===== config.mk =====
export PLATFORM = sky130hd
export DESIGN_NAME = lirq_router
export DESIGN_NICKNAME = d
export VERILOG_FILES = /design/src/rtl/lirq_pkg.sv /design/src/rtl/lirq_regs.sv /design/src/rtl/lirq_core.sv /design/src/rtl/lirq_router.sv
export SDC_FILE = /design/constraint.sdc
export NUM_CORES = 1
export LEC_CHECK = 0
export BUFFER_PORTS_ARGS = -buffer_cell sky130_fd_sc_hd__buf_4
export CAP_MARGIN = 5
export CORE_MARGIN = 4
export CORE_UTILIZATION = 35
export DETAILED_ROUTE_END_ITERATION = 12
export PLACE_DENSITY_LB_ADDON = 0.12
export SYNTH_ARGS = -nofsm -noshare
export SYNTH_HDL_FRONTEND = slang
export SYNTH_HIERARCHICAL = 1
export SYNTH_SLANG_ARGS = --single-unit

===== constraint.sdc =====
create_clock -name clk -period 3.09 [get_ports clk]
set_clock_uncertainty 0.1 [all_clocks]
set_input_delay 0.618 -clock clk [delete_from_list [all_inputs] [get_ports clk]]
set_output_delay 0.618 -clock clk [all_outputs]
set_load 0.01 [all_outputs]

===== src/rtl/lirq_pkg.sv =====
`timescale 1ns/1ps
package lirq_pkg;
    localparam int unsigned SRC_N  = 12;  // pending bits per core
    localparam int unsigned TMR_N  = 4;   // timers per core
    localparam int unsigned TCFG_W = 2 * TMR_N;
    localparam int unsigned GRT_W  = 5;   // gpu route width
    localparam int unsigned GSEL_W = 2;   // core-select field width

    localparam int unsigned BIT_GPU  = 8;
    localparam int unsigned BIT_PMU  = 9;
    localparam int unsigned BIT_AXI  = 10;
    localparam int unsigned BIT_LTMR = 11;

    localparam logic [7:0] OFS_CTRL    = 8'h00;
    localparam logic [7:0] OFS_PRESC   = 8'h08;
    localparam logic [7:0] OFS_GPU     = 8'h0C;
    localparam logic [7:0] OFS_PMU_SET = 8'h10;
    localparam logic [7:0] OFS_PMU_CLR = 8'h14;
    localparam logic [7:0] OFS_TCFG    = 8'h40;
    localparam logic [7:0] OFS_PEND    = 8'h60;

    typedef enum logic [0:0] {
        ST_IDLE = 1'b0,
        ST_ACK  = 1'b1
    } bus_state_e;
endpackage


===== src/rtl/lirq_regs.sv =====
`timescale 1ns/1ps
module lirq_regs
    import lirq_pkg::*;
#(
    parameter int NCORE = 4,
    parameter int AW    = 8,
    parameter int DW    = 32
) (
    input  logic                      clk,
    input  logic                      rst_n,
    input  logic                      bus_req,
    input  logic                      bus_we,
    input  logic [AW-1:0]             bus_addr,
    input  logic [DW-1:0]             bus_wdata,
    output logic [DW-1:0]             bus_rdata,
    output logic                      bus_ack,
    input  logic [NCORE*SRC_N-1:0]    pend_flat,
    output logic [NCORE*TCFG_W-1:0]   tcfg_flat,
    output logic [GRT_W-1:0]          gpu_route,
    output logic [NCORE-1:0]          pmu_irq_en,
    output logic [NCORE-1:0]          pmu_fiq_en
);
    localparam int IDXW = (NCORE > 1) ? $clog2(NCORE) : 1;
    localparam logic [AW-1:0] WIN = AW'(4 * NCORE);

    bus_state_e st_q, st_d;
    logic [DW-1:0]     ctrl_q, presc_q, rdata_q, rd_d;
    logic [TCFG_W-1:0] tcfg_q [NCORE];
    logic [GRT_W-1:0]  gpu_q;
    logic [NCORE-1:0]  pirq_q, pfiq_q;

    logic          access, wr;
    logic [AW-1:0] ofs_t, ofs_p;
    logic          hit_t, hit_p;
    logic [IDXW-1:0] idx_t, idx_p;

    assign access = (st_q == ST_IDLE) && bus_req;
    assign wr     = access && bus_we;
    assign ofs_t  = bus_addr - AW'(OFS_TCFG);
    assign ofs_p  = bus_addr - AW'(OFS_PEND);
    assign hit_t  = (bus_addr[1:0] == 2'b00) && (ofs_t < WIN);
    assign hit_p  = (bus_addr[1:0] == 2'b00) && (ofs_p < WIN);
    assign idx_t  = ofs_t[2 +: IDXW];
    assign idx_p  = ofs_p[2 +: IDXW];

    // state register
    always_ff @(posedge clk) begin
        if (!rst_n) st_q <= ST_IDLE;
        else        st_q <= st_d;
    end

    // next-state
    always_comb begin
        st_d = st_q;
        unique case (st_q)
            ST_IDLE: if (bus_req) st_d = ST_ACK;
            ST_ACK:  st_d = ST_IDLE;
        endcase
    end

    // read mux
    always_comb begin
        rd_d = '0;
        if (bus_addr == AW'(OFS_CTRL))         rd_d = ctrl_q;
        else if (bus_addr == AW'(OFS_PRESC))   rd_d = presc_q;
        else if (bus_addr == AW'(OFS_GPU))     rd_d = DW'(gpu_q);
        else if (bus_addr == AW'(OFS_PMU_SET) || bus_addr == AW'(OFS_PMU_CLR))
            rd_d = DW'({pfiq_q, {(4-NCORE){1'b0}}, pirq_q}) ;
        else if (hit_t)                        rd_d = DW'(tcfg_q[idx_t]);
        else if (hit_p)                        rd_d = DW'(pend_flat[idx_p*SRC_N +: SRC_N]);
    end

    // register writes and read capture
    always_ff @(posedge clk) begin
        if (!rst_n) begin
            ctrl_q  <= '0;
            presc_q <= '0;
            gpu_q   <= '0;
            pirq_q  <= '0;
            pfiq_q  <= '0;
            rdata_q <= '0;
            for (int n = 0; n < NCORE; n++) tcfg_q[n] <= '0;
        end else begin
            if (access) rdata_q <= rd_d;
            if (wr) begin
                if (bus_addr == AW'(OFS_CTRL))  ctrl_q  <= bus_wdata;
                if (bus_addr == AW'(OFS_PRESC)) presc_q <= bus_wdata;
                if (bus_addr == AW'(OFS_GPU))   gpu_q   <= bus_wdata[GRT_W-1:0];
                if (bus_addr == AW'(OFS_PMU_SET)) begin
                    pirq_q <= pirq_q | bus_wdata[NCORE-1:0];
                    pfiq_q <= pfiq_q | bus_wdata[4 +: NCORE];
                end
                if (bus_addr == AW'(OFS_PMU_CLR)) begin
                    pirq_q <= pirq_q & ~bus_wdata[NCORE-1:0];
                    pfiq_q <= pfiq_q & ~bus_wdata[4 +: NCORE];
                end
                if (hit_t) tcfg_q[idx_t] <= bus_wdata[TCFG_W-1:0];
            end
        end
    end

    // outputs
    assign bus_ack    = (st_q == ST_ACK);
    assign bus_rdata  = rdata_q;
    assign gpu_route  = gpu_q;
    assign pmu_irq_en = pirq_q;
    assign pmu_fiq_en = pfiq_q;
    for (genvar n = 0; n < NCORE; n++) begin : g_tcfg
        assign tcfg_flat[n*TCFG_W +: TCFG_W] = tcfg_q[n];
    end

    // acknowledge lasts one cycle and follows every accepted request
    a_r2_ack_one_cycle: assert property (@(posedge clk) disable iff (!rst_n)
        bus_ack |=> !bus_ack);
    a_r2_ack_follows: assert property (@(posedge clk) disable iff (!rst_n)
        access |=> bus_ack);
    // set and clear addresses act on the named bits
    a_r7_pmu_set: assert property (@(posedge clk) disable iff (!rst_n)
        (wr && bus_addr == AW'(OFS_PMU_SET)) |=>
        (((pmu_irq_en & $past(bus_wdata[NCORE-1:0])) == $past(bus_wdata[NCORE-1:0])) &&
         ((pmu_fiq_en & $past(bus_wdata[4 +: NCORE])) == $past(bus_wdata[4 +: NCORE]))));
    a_r7_pmu_clr: assert property (@(posedge clk) disable iff (!rst_n)
        (wr && bus_addr == AW'(OFS_PMU_CLR)) |=>
        (((pmu_irq_en & $past(bus_wdata[NCORE-1:0])) == '0) &&
         ((pmu_fiq_en & $past(bus_wdata[4 +: NCORE])) == '0)));
    // a write to a pending word leaves all routing state alone
    a_r10_pend_write_ignored: assert property (@(posedge clk) disable iff (!rst_n)
        (wr && hit_p) |=> ($stable(tcfg_flat) && $stable(gpu_route) &&
                           $stable(pmu_irq_en) && $stable(pmu_fiq_en)));
endmodule


===== src/rtl/lirq_core.sv =====
`timescale 1ns/1ps
module lirq_core
    import lirq_pkg::*;
#(
    parameter int CORE_ID = 0
) (
    input  logic              clk,
    input  logic              rst_n,
    input  logic [TMR_N-1:0]  tmr_req,
    input  logic [3:0]        mbx_req,
    input  logic              gpu_req,
    input  logic              pmu_req,
    input  logic              axi_req,
    input  logic              ltmr_req,
    input  logic [TCFG_W-1:0] tcfg,
    input  logic [GRT_W-1:0]  gpu_route,
    input  logic              pmu_irq_en,
    input  logic              pmu_fiq_en,
    output logic [SRC_N-1:0]  pend,
    output logic              irq,
    output logic              fiq,
    output logic              gpu_hit
);
    localparam logic [GSEL_W-1:0] MY_ID = GSEL_W'(CORE_ID);
    localparam logic              HOME  = (CORE_ID == 0);

    logic [TMR_N-1:0] t_irq, t_fiq;
    logic gpu_irq, gpu_fiq, axi_here, ltmr_here;

    assign t_irq     = tmr_req & tcfg[TMR_N-1:0];
    assign t_fiq     = tmr_req & tcfg[TCFG_W-1:TMR_N];
    assign gpu_irq   = gpu_req && !gpu_route[4] && (gpu_route[1:0] == MY_ID);
    assign gpu_fiq   = gpu_req &&  gpu_route[4] && (gpu_route[3:2] == MY_ID);
    assign gpu_hit   = gpu_irq || gpu_fiq;
    assign axi_here  = HOME && axi_req;
    assign ltmr_here = HOME && ltmr_req;

    always_comb begin
        pend              = '0;
        pend[TMR_N-1:0]   = t_irq | t_fiq;
        pend[7:4]         = mbx_req;
        pend[BIT_GPU]     = gpu_hit;
        pend[BIT_PMU]     = pmu_req && (pmu_irq_en || pmu_fiq_en);
        pend[BIT_AXI]     = axi_here;
        pend[BIT_LTMR]    = ltmr_here;
    end

    assign irq = (|t_irq) || (|mbx_req) || gpu_irq || (pmu_req && pmu_irq_en)
                 || axi_here || ltmr_here;
    assign fiq = (|t_fiq) || gpu_fiq || (pmu_req && pmu_fiq_en);

    // no interrupt line without a pending source behind it
    a_r9_irq_has_source: assert property (@(posedge clk) disable iff (!rst_n)
        irq |-> (pend != '0));
    a_r9_fiq_has_source: assert property (@(posedge clk) disable iff (!rst_n)
        fiq |-> (pend != '0));
    // a mailbox request always reaches this core's IRQ
    a_r8_mbox_to_irq: assert property (@(posedge clk) disable iff (!rst_n)
        (mbx_req != '0) |-> irq);
    // an all-zero timer configuration blocks every timer of the core
    a_r4_zero_cfg: assert property (@(posedge clk) disable iff (!rst_n)
        (tcfg == '0) |-> (pend[TMR_N-1:0] == '0));
endmodule


===== src/rtl/lirq_router.sv =====
`timescale 1ns/1ps
module lirq_router
    import lirq_pkg::*;
#(
    parameter int NCORE = 4,
    parameter int AW    = 8,
    parameter int DW    = 32
) (
    input  logic                   clk,
    input  logic                   rst_n,
    input  logic                   bus_req,
    input  logic                   bus_we,
    input  logic [AW-1:0]          bus_addr,
    input  logic [DW-1:0]          bus_wdata,
    output logic [DW-1:0]          bus_rdata,
    output logic                   bus_ack,
    input  logic [NCORE*TMR_N-1:0] timer_req,
    input  logic [NCORE*4-1:0]     mbox_req,
    input  logic                   gpu_req,
    input  logic [NCORE-1:0]       pmu_req,
    input  logic                   axi_req,
    input  logic                   ltmr_req,
    output logic [NCORE-1:0]       irq,
    output logic [NCORE-1:0]       fiq
);
    logic [NCORE*SRC_N-1:0]  pend_flat;
    logic [NCORE*TCFG_W-1:0] tcfg_flat;
    logic [GRT_W-1:0]        gpu_route;
    logic [NCORE-1:0]        pmu_irq_en, pmu_fiq_en, gpu_hit;

    lirq_regs #(.NCORE(NCORE), .AW(AW), .DW(DW)) u_regs (
        .clk        (clk),
        .rst_n      (rst_n),
        .bus_req    (bus_req),
        .bus_we     (bus_we),
        .bus_addr   (bus_addr),
        .bus_wdata  (bus_wdata),
        .bus_rdata  (bus_rdata),
        .bus_ack    (bus_ack),
        .pend_flat  (pend_flat),
        .tcfg_flat  (tcfg_flat),
        .gpu_route  (gpu_route),
        .pmu_irq_en (pmu_irq_en),
        .pmu_fiq_en (pmu_fiq_en)
    );

    for (genvar n = 0; n < NCORE; n++) begin : g_core
        lirq_core #(.CORE_ID(n)) u_core (
            .clk        (clk),
            .rst_n      (rst_n),
            .tmr_req    (timer_req[n*TMR_N +: TMR_N]),
            .mbx_req    (mbox_req[n*4 +: 4]),
            .gpu_req    (gpu_req),
            .pmu_req    (pmu_req[n]),
            .axi_req    (axi_req),
            .ltmr_req   (ltmr_req),
            .tcfg       (tcfg_flat[n*TCFG_W +: TCFG_W]),
            .gpu_route  (gpu_route),
            .pmu_irq_en (pmu_irq_en[n]),
            .pmu_fiq_en (pmu_fiq_en[n]),
            .pend       (pend_flat[n*SRC_N +: SRC_N]),
            .irq        (irq[n]),
            .fiq        (fiq[n]),
            .gpu_hit    (gpu_hit[n])
        );
    end

    // the shared GPU request lands on exactly one core
    a_r6_gpu_one_core: assert property (@(posedge clk) disable iff (!rst_n)
        gpu_req |-> ($countones(gpu_hit) == 1));
    a_r6_gpu_quiet: assert property (@(posedge clk) disable iff (!rst_n)
        !gpu_req |-> (gpu_hit == '0));
endmodule


==> impl_results.md <==
- Status: complete, no violations
- Fin area: 9133 um2
- Simple-Gate Fraction of Synth Area: 20.34%
- First-pass GRT wire length: 35650 um
- Gr usage total: 19.07%
- FFs w/ async S/R, synth: 0%
- Worst-margin pin slew: 0.8395 ns
- Post-Syn Area: 7609 um2
- Max-Cap Viols: 0
- Max Freq: 386.3 MHz
- Multi-input logic area: 3897 um2
- Leakage: 3.761 nW
- Layout cell share with drive strength beyond 1: 26.91%
- Placed instance area: 8501 um2
- TNS Setup: 0 ns
- Seq/Total Area, Yosys: 41.57%
- Worst EP arrival: 1.87 ns
- Number of I/O port buffers: 123
- GRT overflow: 0
- Die Height: 155.4 um
- Max VDD drop: 360.4 uV
- Total Wirelength: 23070 um
- Critical-path cell list: buf_4, nor4_1, nand4_1, buf_4
- Iter 0 DRT Violations: 497
- Vias: 6080
- Power Density: 495.0 nW/um2
- Vias per cell: 5.347
- Antenna Cells: 0
- Initial core utilization: 35.85%
- Crit. End Element: output pin
- Gpl congestion: 0.9751
- Routed Antenna Nets: 0
- Clock root buffer: clkbuf_16
- Post-synth EDFFs: 32
- CTS H-tree depth: 4
- Yosys warnings: 6
- Largest net degree at the start of global routing: 72
- Vias in the first global route: 6141
- Final period utilization: 83.78%
- Final nets: 933
- Syn-to-layout area delta: 20.03%
- Core ar.: 21220 um2
- Layout filler cell count: 2106
- Critical Path RT: 2.37 ns
- Crit Path Class: in2out
- Antenna violations before repair: 0
- Die Wd: 155.4 um
- Critical path fanouts, max: 2
- Final Slew Violations: 0
- Top-area cell type share of the netlist area: 28.94%
- Crit path launch type: input pin
- CTS tree: yes
- Unrepaired setup endpoints after global routing: false
- Netlist cell types: 56
- Routed wire length per instance: 20.29 um
- Post-route DRC: 0
- Synth Instances: 766
- Top cell type by total area after synthesis: dfxtp_1
- Post_cts resized: 0
- Worst path max stage delay: 0.69 ns
- Clk sinks: 142
- Hold Vio Cnt, Final: 0
- Top_reg_cell synth: dfxtp_1
- Clk Latency, worst-skew pair: 0.42 ns
- Complex-gate fraction of the synthesized area: 15.11%
- Xor/xnor share of the synthesized area: 0.1151%
- Row Count: 53
- Most common cell after layout, fill and taps aside: buf_4
- Post-DP HPWL: 16800 um
- Combinational family with the most area after synthesis: simple AND/OR/NAND/NOR gates
- Most frequent cells in the layout: buf_4 (140), nand2_1 (114), dfxtp_1 (110)
- Multiplexer share of the synthesized area: 15.16%
- Area contributors post-synth: dfxtp_1 (29%), edfxtp_1 (13%), mux2i_1 (8.9%), mux4_2 (5.9%), nand2_1 (5.6%)
- # IOs: 124
- Hold Path Class: reg2reg
- Sequential cell area: 3163 um2
- Number of post-CTS setup repair buffers: 0
- Synth Area in Adders: 0.1644%
- Top cell by count, worst path: buf_4
- Worst-path clk slew: 0.06 ns
- Slew HR: 43.83%
- # setup viols final: 0
- TritonRoute pass-1 iters: 5
- Worst path slowest cell: nor4_1
- Synthesized area per cell: 9.933 um2
- CTS Buffer Depth: 2
- Tmin final: 2.589 ns
- CTS Buf Count: 17
- CTS Hold Bufs: 0
- Synth Register Bits: 142
- Die ar.: 24160 um2
[through the flow]
step	total power [mW]	cells	hold slack [ns]	utilization (%)	worst slack (ns)
after floorplan	2.193	769	0.3300	-	0.5395
after global placement	2.378	1105	0.3356	40.06	0.4535
after detailed placement	2.382	1105	0.3449	40.06	0.4035
after CTS	4.564	1137	0.3366	43.04	0.6073
after global routing	4.687	1137	0.3451	43.04	0.4702
final	4.520	1137	0.3501	43.04	0.5011
[power by group]
part / switching (mW) / internal, mW / leakage, nW / total [mW]
clock: 0.808 / 1.37 / 0.314 / 2.18
sequential: 0.0209 / 1.92 / 1.22 / 1.94
combinational: 0.217 / 0.188 / 2.23 / 0.405
[metal layers]
metal  share of wire [%]  routed length (um)  global-route usage [%]  vias to the layer above
li1                    -                   -                       -                     2880
met1                  44               10080                   25.20                     2944
met2                  47               10840                   30.60                      234
met3                 7.7                1780                   5.758                       22
met4                 1.6                 371                   4.877                        0
met5                   0                   0                       0                        -
[critical path, delay by kind of cell]
family | cells | cell delay [ns]
buf+inv | 2 | 0.33
simple gates | 2 | 0.92
[cells by family after synthesis]
family | count (synthesis)
simple gates | 287
compound gates | 151
flops | 142
buf+inv | 91
mux | 90
other cells | 3
fa+ha+maj | 1
xor+xnor | 1
[layout make-up]
| type | instances | area share [%] |
|---|---|---|
| timing repair buffer | 140 | 11.51 |
| tap | 275 | 3.768 |
| clock buffer | 21 | 5.275 |
| sequential | 142 | 34.63 |
| multi-input combinational | 536 | 42.68 |
| clock inverter | 11 | 1.644 |
| inverter | 12 | 0.4932 |
[state kept, by name, summed over array words and instances, names as in the netlist, named ones only]
| register | flops |
|---|---|
| u_regs/bus_rdata | 32 |
| u_regs/ctrl_q | 32 |
| u_regs/presc_q | 32 |
| u_regs/tcfg_q | 32 |
| u_regs/gpu_route | 5 |
| u_regs/bus_ack | 1 |
[worst paths after layout]
kind                     start                   to  slack, ns  cells after the start
max               mbox_req[13]               irq[3]       0.50                      4
min          u_regs/ctrl_q[30]    u_regs/ctrl_q[30]       0.35                      2
max reg2reg     u_regs/bus_ack  u_regs/tcfg_q[3][5]       0.92                      5
min reg2reg  u_regs/ctrl_q[30]    u_regs/ctrl_q[30]       0.35                      2
[synthesized netlist by cell type, types with 5 or more instances]
| library cell | n |
|---|---|
| a21boi_2 | 27 |
| buf_4 | 30 |
| nor4_1 | 6 |
| nand3_1 | 15 |
| o22ai_1 | 5 |
| inv_1 | 12 |
| dfxtp_1 | 110 |
| o221ai_1 | 7 |
| o2bb2ai_1 | 6 |
| and2_1 | 37 |
| a22oi_1 | 9 |
| nand2_1 | 114 |
| mux2i_1 | 68 |
| a222oi_1 | 7 |
| o21a_1 | 20 |
| edfxtp_1 | 32 |
| nor2_1 | 19 |
| nor2b_1 | 45 |
| a21oi_1 | 23 |
| buf_6 | 8 |
| buf_2 | 11 |
| nand4_1 | 5 |
| clkbuf_1 | 26 |
| nor3_1 | 5 |
| o21ai_0 | 29 |
| mux4_2 | 20 |
| and3_1 | 17 |
Note: power is estimated with default switching activity, not from simulation.
